===== config.mk =====
export PLATFORM = sky130hd
export DESIGN_NAME = simt_mask_unit
export DESIGN_NICKNAME = d
export VERILOG_FILES = /design/src/rtl/simt_pkg.sv /design/src/rtl/simt_lane_thermo.sv /design/src/rtl/simt_br_classify.sv /design/src/rtl/simt_recon_stack.sv /design/src/rtl/simt_mask_unit.sv
export SDC_FILE = /design/constraint.sdc
export NUM_CORES = 1
export LEC_CHECK = 0
export BUFFER_PORTS_ARGS = -buffer_cell sky130_fd_sc_hd__buf_2
export CAP_MARGIN = 20
export CORE_UTILIZATION = 45
export DETAILED_ROUTE_END_ITERATION = 8
export PLACE_DENSITY = 0.72
export SETUP_SLACK_MARGIN = 0.02
export SLEW_MARGIN = 15
export SYNTH_ARGS = -nofsm -noshare
export SYNTH_HDL_FRONTEND = slang
export SYNTH_HIERARCHICAL = 1
export SYNTH_SLANG_ARGS = --single-unit
export TNS_END_PERCENT = 10

===== constraint.sdc =====
create_clock -name clk -period 10.3 [get_ports clk]
set_input_delay 2.575 -clock clk [delete_from_list [all_inputs] [get_ports clk]]
set_output_delay 2.575 -clock clk [all_outputs]
set_load 0.005 [all_outputs]

===== src/rtl/simt_pkg.sv =====
package simt_pkg;
   // Outcome of one branch evaluated against the active lanes
   typedef enum logic [1:0] {
      BR_NONE     = 2'd0,
      BR_UNI_FALL = 2'd1,
      BR_UNI_TAKE = 2'd2,
      BR_SPLIT    = 2'd3
   } br_kind_e;
endpackage


===== src/rtl/simt_lane_thermo.sv =====
// Converts a live-thread count into a low-aligned lane mask.
module simt_lane_thermo #(
   parameter int LANES = 32,
   parameter int CW    = $clog2(LANES + 1)
) (
   input  logic [CW-1:0]    cnt_i,
   output logic [LANES-1:0] mask_o
);
   for (genvar i = 0; i < LANES; i++) begin : g_lane
      assign mask_o[i] = (32'(cnt_i) > i);
   end
endmodule


===== src/rtl/simt_br_classify.sv =====
// Classifies a branch against the active lanes.
module simt_br_classify
   import simt_pkg::*;
#(
   parameter int LANES = 32
) (
   input  logic             valid_i,
   input  logic [LANES-1:0] taken_i,
   input  logic [LANES-1:0] mask_i,
   output logic [LANES-1:0] eff_o,
   output br_kind_e         kind_o
);
   always_comb begin
      eff_o = taken_i & mask_i;
      if (!valid_i)
         kind_o = BR_NONE;
      else if (eff_o == '0)
         kind_o = BR_UNI_FALL;
      else if (eff_o == mask_i)
         kind_o = BR_UNI_TAKE;
      else
         kind_o = BR_SPLIT;
   end
endmodule


===== src/rtl/simt_recon_stack.sv =====
// Bounded LIFO of reconvergence records.
module simt_recon_stack #(
   parameter int PC_W  = 32,
   parameter int LANES = 32,
   parameter int DEPTH = 4,
   localparam int SPW  = $clog2(DEPTH + 1),
   localparam int AW   = (DEPTH > 1) ? $clog2(DEPTH) : 1
) (
   input  logic             clk,
   input  logic             rst_n,
   input  logic             flush_i,
   input  logic             push_i,
   input  logic [PC_W-1:0]  push_rpc_i,
   input  logic [PC_W-1:0]  push_ppc_i,
   input  logic [LANES-1:0] push_pm_i,
   input  logic [LANES-1:0] push_sm_i,
   input  logic             clr_pend_i,
   input  logic             pop_i,
   output logic             empty_o,
   output logic             full_o,
   output logic [SPW-1:0]   depth_o,
   output logic [PC_W-1:0]  top_rpc_o,
   output logic [PC_W-1:0]  top_ppc_o,
   output logic [LANES-1:0] top_pm_o,
   output logic [LANES-1:0] top_sm_o
);
   logic [PC_W-1:0]  rpc_q [DEPTH];
   logic [PC_W-1:0]  ppc_q [DEPTH];
   logic [LANES-1:0] pm_q  [DEPTH];
   logic [LANES-1:0] sm_q  [DEPTH];
   logic [SPW-1:0]   sp_q;
   logic [AW-1:0]    wr_idx, top_idx;

   assign wr_idx  = AW'(sp_q);
   assign top_idx = AW'(sp_q - 1'b1);
   assign empty_o = (sp_q == '0);
   assign full_o  = (sp_q == SPW'(DEPTH));
   assign depth_o = sp_q;

   assign top_rpc_o = rpc_q[top_idx];
   assign top_ppc_o = ppc_q[top_idx];
   assign top_pm_o  = pm_q[top_idx];
   assign top_sm_o  = sm_q[top_idx];

   always_ff @(posedge clk or negedge rst_n) begin
      if (!rst_n)
         sp_q <= '0;
      else if (flush_i)
         sp_q <= '0;
      else if (push_i && !full_o)
         sp_q <= sp_q + 1'b1;
      else if (pop_i && !empty_o)
         sp_q <= sp_q - 1'b1;
   end

   always_ff @(posedge clk) begin
      if (!flush_i && push_i && !full_o) begin
         rpc_q[wr_idx] <= push_rpc_i;
         ppc_q[wr_idx] <= push_ppc_i;
         pm_q[wr_idx]  <= push_pm_i;
         sm_q[wr_idx]  <= push_sm_i;
      end else if (!flush_i && clr_pend_i && !empty_o) begin
         pm_q[top_idx] <= '0;
      end
   end

   // the controller never pushes into a full stack
   p_push_room_r9: assert property (@(posedge clk) disable iff (!rst_n)
      push_i |-> !full_o);
   // a pop always has a record to remove
   p_pop_nonempty_r7: assert property (@(posedge clk) disable iff (!rst_n)
      pop_i |-> !empty_o);
   // a flush leaves the stack empty
   p_flush_empty_r2: assert property (@(posedge clk) disable iff (!rst_n)
      flush_i |=> empty_o);
endmodule


===== src/rtl/simt_mask_unit.sv =====
// Warp program counter and active-lane mask with divergence stack.
module simt_mask_unit
   import simt_pkg::*;
#(
   parameter int          LANES    = 32,
   parameter int          PC_W     = 32,
   parameter int          DEPTH    = 4,
   parameter int          PC_STEP  = 4,
   parameter logic [31:0] RESET_PC = 32'h0,
   localparam int         CW       = $clog2(LANES + 1),
   localparam int         SPW      = $clog2(DEPTH + 1)
) (
   input  logic             clk,
   input  logic             rst_n,
   input  logic             launch_i,
   input  logic [PC_W-1:0]  launch_pc_i,
   input  logic [CW-1:0]    launch_cnt_i,
   input  logic             issue_i,
   input  logic             br_i,
   input  logic [LANES-1:0] br_taken_i,
   input  logic [PC_W-1:0]  br_target_i,
   input  logic [PC_W-1:0]  br_fall_i,
   input  logic [PC_W-1:0]  br_reconv_i,
   output logic [PC_W-1:0]  pc_o,
   output logic [LANES-1:0] mask_o,
   output logic [LANES-1:0] lane_en_o,
   output logic             hold_o,
   output logic             overflow_o
);
   if (LANES < 2) begin : g_bad_lanes
      $error("simt_mask_unit: LANES must be at least 2");
   end
   if (DEPTH < 1) begin : g_bad_depth
      $error("simt_mask_unit: DEPTH must be at least 1");
   end
   if (PC_STEP < 1) begin : g_bad_step
      $error("simt_mask_unit: PC_STEP must be positive");
   end

   logic [PC_W-1:0]  pc_q;
   logic [LANES-1:0] mask_q, valid_q, eff, launch_mask;
   logic             ovf_q;
   br_kind_e         kind;

   logic             st_empty, st_full, st_push, st_pop, st_clr;
   logic [SPW-1:0]   st_depth;
   logic [PC_W-1:0]  top_rpc, top_ppc;
   logic [LANES-1:0] top_pm, top_sm;

   logic hold, accept;

   simt_lane_thermo #(.LANES(LANES), .CW(CW)) u_thermo (
      .cnt_i  (launch_cnt_i),
      .mask_o (launch_mask)
   );

   simt_br_classify #(.LANES(LANES)) u_cls (
      .valid_i (accept && br_i),
      .taken_i (br_taken_i),
      .mask_i  (mask_q),
      .eff_o   (eff),
      .kind_o  (kind)
   );

   simt_recon_stack #(.PC_W(PC_W), .LANES(LANES), .DEPTH(DEPTH)) u_stk (
      .clk        (clk),
      .rst_n      (rst_n),
      .flush_i    (launch_i),
      .push_i     (st_push),
      .push_rpc_i (br_reconv_i),
      .push_ppc_i (br_fall_i),
      .push_pm_i  (mask_q & ~br_taken_i),
      .push_sm_i  (mask_q),
      .clr_pend_i (st_clr),
      .pop_i      (st_pop),
      .empty_o    (st_empty),
      .full_o     (st_full),
      .depth_o    (st_depth),
      .top_rpc_o  (top_rpc),
      .top_ppc_o  (top_ppc),
      .top_pm_o   (top_pm),
      .top_sm_o   (top_sm)
   );

   assign hold    = !st_empty && (pc_q == top_rpc);
   assign accept  = issue_i && !hold && !launch_i;
   assign st_push = (kind == BR_SPLIT) && !st_full;
   assign st_clr  = hold && !launch_i && (top_pm != '0);
   assign st_pop  = hold && !launch_i && (top_pm == '0);

   always_ff @(posedge clk or negedge rst_n) begin
      if (!rst_n) begin
         pc_q    <= PC_W'(RESET_PC);
         mask_q  <= '1;
         valid_q <= '1;
         ovf_q   <= 1'b0;
      end else if (launch_i) begin
         pc_q    <= launch_pc_i;
         mask_q  <= launch_mask;
         valid_q <= launch_mask;
         ovf_q   <= 1'b0;
      end else if (st_clr) begin
         pc_q   <= top_ppc;
         mask_q <= top_pm;
      end else if (st_pop) begin
         mask_q <= top_sm;
      end else if (accept) begin
         unique case (kind)
            BR_UNI_FALL: pc_q <= br_fall_i;
            BR_UNI_TAKE: pc_q <= br_target_i;
            BR_SPLIT: begin
               pc_q <= br_target_i;
               if (st_full) ovf_q  <= 1'b1;
               else         mask_q <= eff;
            end
            default: pc_q <= pc_q + PC_W'(PC_STEP);
         endcase
      end
   end

   assign pc_o       = pc_q;
   assign mask_o     = mask_q;
   assign hold_o     = hold;
   assign overflow_o = ovf_q;
   assign lane_en_o  = accept ? mask_q : '0;

   // lanes beyond the launched count never become active
   p_dead_lanes_r11: assert property (@(posedge clk) disable iff (!rst_n)
      (mask_q & ~valid_q) == '0);
   // a uniform branch leaves the stack depth unchanged
   p_uniform_no_push_r4: assert property (@(posedge clk) disable iff (!rst_n)
      (!launch_i && (kind == BR_UNI_FALL || kind == BR_UNI_TAKE)) |=> st_depth == $past(st_depth));
   // a split narrows the mask to a strict subset
   p_split_narrows_r5: assert property (@(posedge clk) disable iff (!rst_n)
      st_push |=> ((mask_q & ~$past(mask_q)) == '0) && (mask_q != $past(mask_q)));
   // a pop keeps the pc at the reconvergence address
   p_pop_keeps_pc_r7: assert property (@(posedge clk) disable iff (!rst_n)
      st_pop |=> pc_q == $past(pc_q));
   // overflow only rises after a split met a full stack
   p_no_overflow_r9: assert property (@(posedge clk) disable iff (!rst_n)
      $rose(ovf_q) |-> $past(st_full));
   // overflow is sticky until a launch
   p_ovf_sticky_r9: assert property (@(posedge clk) disable iff (!rst_n)
      (ovf_q && !launch_i) |=> ovf_q);
endmodule


==> metrics.md <==
| Metric | Value |
|---|---|
| Status | `completed` |
| Post-route clock period utilization | `79.8%` |
| Syn Area/Cell | `15.1 um2` |
| Starting Density | `45.7%` |
| Shortest period the worst path allows | `8.22 ns` |
| Port Buffer Count | `268` |
| Filler Cell Count | `4639` |
| Die height | `242 um` |
| Worst Hold Endpoint | `overflow_o` |
| Number of buffers created by CTS | `56` |
| Final Instance Count excl. Fillers | `2762` |
| Synth cell types | `71` |
| Switching power of the nets | `1.21 mW` |
| Max Slew Vio Count | `0` |
| RSZ-0062 raised after global routing | `no` |
| R2R depth | `19` |
| Gate Count Post-Synth | `1708` |
| Root Driver | `clkbuf_16` |
| Share of total power in combinational logic | `6.7%` |
| Final hold violation count | `0` |
| Dominant cell type by area after synthesis | `edfxtp_1` |
| Area grow syn2layout | `15.6%` |
| Crit path launch type | `flip-flop` |
| Grt met1 use | `33.5%` |
| RR Startpoint | `u_stk/depth_o[0]` |
| Source of the critical timing path | `u_stk/depth_o[0]` |
| Crit Path Class | `reg -> out` |
| Vias | `16700` |
| Syn Nets | `1885` |
| Busiest grt layer | `met2` |
| WL final | `71200 um` |
| Clock-pin transition on the worst setup and hold timing paths | `0.07 ns` |
| CTS H-tree depth | `2` |
| Crit path max-delay cell type | `dfrtp_4` |
| Worst hold stages | `2` |
| Final worst setup slack | `2.08 ns` |
| Post-CTS setup buffers | `0` |
| FP Rows | `87` |
| CTS resizes | `0` |
| HP Start | `overflow_o` |
| Hold buffer count at cts | `0` |
| Initial antenna violation count | `12` |
| CP max FO | `70` |
| CTS Buffer Depth | `3` |
| Clock share of power | `41.0%` |
| Global placer's final weighted congestion | `0.945` |
| Final Util | `52.8%` |
| Max incr delay on CP | `0.96 ns` |
| Critical R2R Capture | `u_stk/pm_q[1][29]` |
| Internal | `4.01 mW` |
| Slew @ Worst Pin | `1.09 ns` |
| Dpl ws | `2.04 ns` |
| First-pass GRT wire length | `105000 um` |
| Setup Skew | `0.0264 ns` |
| Async S/R FF share, synth | `11.7%` |
| CP Cell Sequence | `inv_1 > ha_4 > mux4_2 > xor2_1 > nor4_1 > nand4_1 > nor3_4 > buf_4 > buf_2` |
| Nets | `2129` |
| DIE WIDTH | `242 um` |
| Largest net degree at the start of global routing | `71` |
| DR vias/cell | `6.03` |
| Remaining DRCs | `0` |
| Met2 Usage GRT | `36.9%` |
| Leakage | `10.2 nW` |
| WL/cell | `25.8 um` |
| Top-area cell type share of the netlist area | `59.5%` |
| Synth Flop Type | `edfxtp_1` |
| Flop pwr share | `52.4%` |
| GR Layer Usage met3 | `4.33%` |
| Antenna Nets Post-Route | `0` |
| Worst R2R Setup Slack | `2.10 ns` |
| Peak VDD IR | `0.130 mV` |
| Die area | `58400 um2` |
| Post-synth EDFFs | `512` |
| Pwr dens | `175 nW/um2` |
| TNS Setup | `0 ns` |
| Initial DRC count | `1845` |
| Mapped cell area | `25900 um2` |
| Share of post-route cells with drive strength above 1 | `30.8%` |
| Global Route Usage Sum | `23.9%` |
| Worst slew margin | `27.3%` |
| Hold WC Path Type | `reg -> reg` |
| GRT overflow | `0` |
| CORE AREA | `56600 um2` |
| Top Ports | `269` |
| CTS Sinks | `580` |
| Clock latency at the later pin of the worst-skew pair | `0.63 ns` |
| Number of global-route vias before repair | `16200` |
| DRT Pass-1 Iters | `6` |
| Fmax | `0.122 GHz` |
| FF+latch count, synth | `580` |
| Final setup viols | `0` |
| Worst path arrival time | `5.65 ns` |
| Worst EP required | `7.73 ns` |
| Placed cells | `2650` |
| Critical path endpoint category | `primary output` |
| Yosys warns | `6` |
| CTS tree | `yes` |
| Sw frac | `23.1%` |
| Max_cap viols | `0` |
| Leading post-synthesis cells by cell area | `edfxtp_1 (59%), mux4_2 (11%), dfrtp_1 (3.5%)` |
| Post-synthesis sequential area ratio | `66.2%` |
| HPWL after detailed placement | `47400 um` |
## cell families after synthesis
| family | count (synthesis) | share of synthesized area (%) |
|---|---|---|
| flip-flops | 580 | 66.2 |
| AND/OR/NAND/NOR | 474 | 9.91 |
| AO/OA/AOI/OAI | 281 | 7.15 |
| buffers and inverters | 170 | 2.88 |
| multiplexers | 142 | 11.7 |
| XOR/XNOR | 55 | 1.86 |
| adder cells (fa/ha/maj) | 6 | 0.290 |
## cell type report
type | instances | area, um2 | area share [%]
tap | 756 | 946 | 3.17
sequential | 580 | 17100 | 57.3
timing repair buffer | 295 | 1580 | 5.29
clock inverter | 37 | 423 | 1.42
antenna | 8 | 20.0 | 0.0670
clock buffer | 67 | 1490 | 4.99
multi-input combinational | 958 | 8070 | 27.0
inverter | 61 | 229 | 0.766
## synthesized netlist by cell type (all sizes together), types with 23 or more instances
cell type	n
nand2	121
nand3	23
o211ai	45
xor2	37
inv	61
o21ai	28
a21oi	78
buf	51
nor2	87
and2	106
edfxtp	512
nor2b	36
a31oi	44
dfrtp	36
nor4	23
clkbuf	58
dfstp	32
mux4	128
## through the flow
step                area [um2]  hold slack [ns]  total power, mW
floorplan                25900            0.517             2.91
global placement         27900            0.518             3.11
detailed placement       27900            0.546             3.12
CTS                      29900            0.555             5.23
global route             29900            0.569             5.36
finish                   29900            0.555             5.22
## routing by layer
layer / share of wire [%] / vias up
li1: - / 7119
met1: 40 / 8535
met2: 47 / 829
met3: 8.6 / 171
met4: 4.4 / 12
met5: 0.10 / -
## layout by cell type, fill, tap and decap left out, drive strengths merged, types with 7 or more instances in the layout
master / instances
o31ai: 7
nor2b: 36
nand4: 15
o21ai: 28
and4: 9
clkinv: 22
xor2: 37
o211ai: 45
o22ai: 12
mux2: 8
dfstp: 32
edfxtp: 512
buf: 295
bufinv: 8
nand2b: 10
inv: 65
and2: 106
diode: 8
o21bai: 9
mux4: 128
a31oi: 44
nor4: 23
a21oi: 78
nor3: 16
or4: 10
nor2: 87
dfrtp: 36
xnor2: 18
nand3: 23
nand2: 121
clkbuf: 67
## power groups by stage
stage	Sequential (mW)	Clock [mW]	Combinational, mW
2_1_floorplan	2.72	0	0.193
3_3_place_gp	2.77	0	0.335
3_5_place_dp	2.78	0	0.343
4_1_cts	2.73	2.16	0.346
5_1_grt	2.74	2.25	0.378
6_report	2.73	2.14	0.348
## worst max-delay path by stage
stage	endpoint	slack, ns
after floorplan	u_stk/ppc_q[0][0]	0.90
after global placement	u_stk/pm_q[1][24]	2.24
after detailed placement	u_stk/pm_q[1][29]	2.04
after CTS	hold_o	1.98
after global routing	u_stk/pm_q[1][29]	1.62
final	hold_o	2.08
## worst max-delay path: cells and delay by family, from the launching register on
| family | cells | cell delay, ns |
|---|---|---|
| multiplexers | 1 | 0.44 |
| AND/OR/NAND/NOR | 3 | 1.27 |
| adder cells (fa/ha/maj) | 1 | 0.86 |
| flip-flops | 1 | 0.96 |
| buffers and inverters | 3 | 1.20 |
| XOR/XNOR | 1 | 0.18 |
## registers in the layout, indices dropped and copies added (netlist names)
register       count
mask_o            32
overflow_o         1
pc_o              32
u_stk/depth_o      3
u_stk/pm_q       128
u_stk/ppc_q      128
u_stk/rpc_q      128
u_stk/sm_q       128
Power figures use the tool's default switching activity.
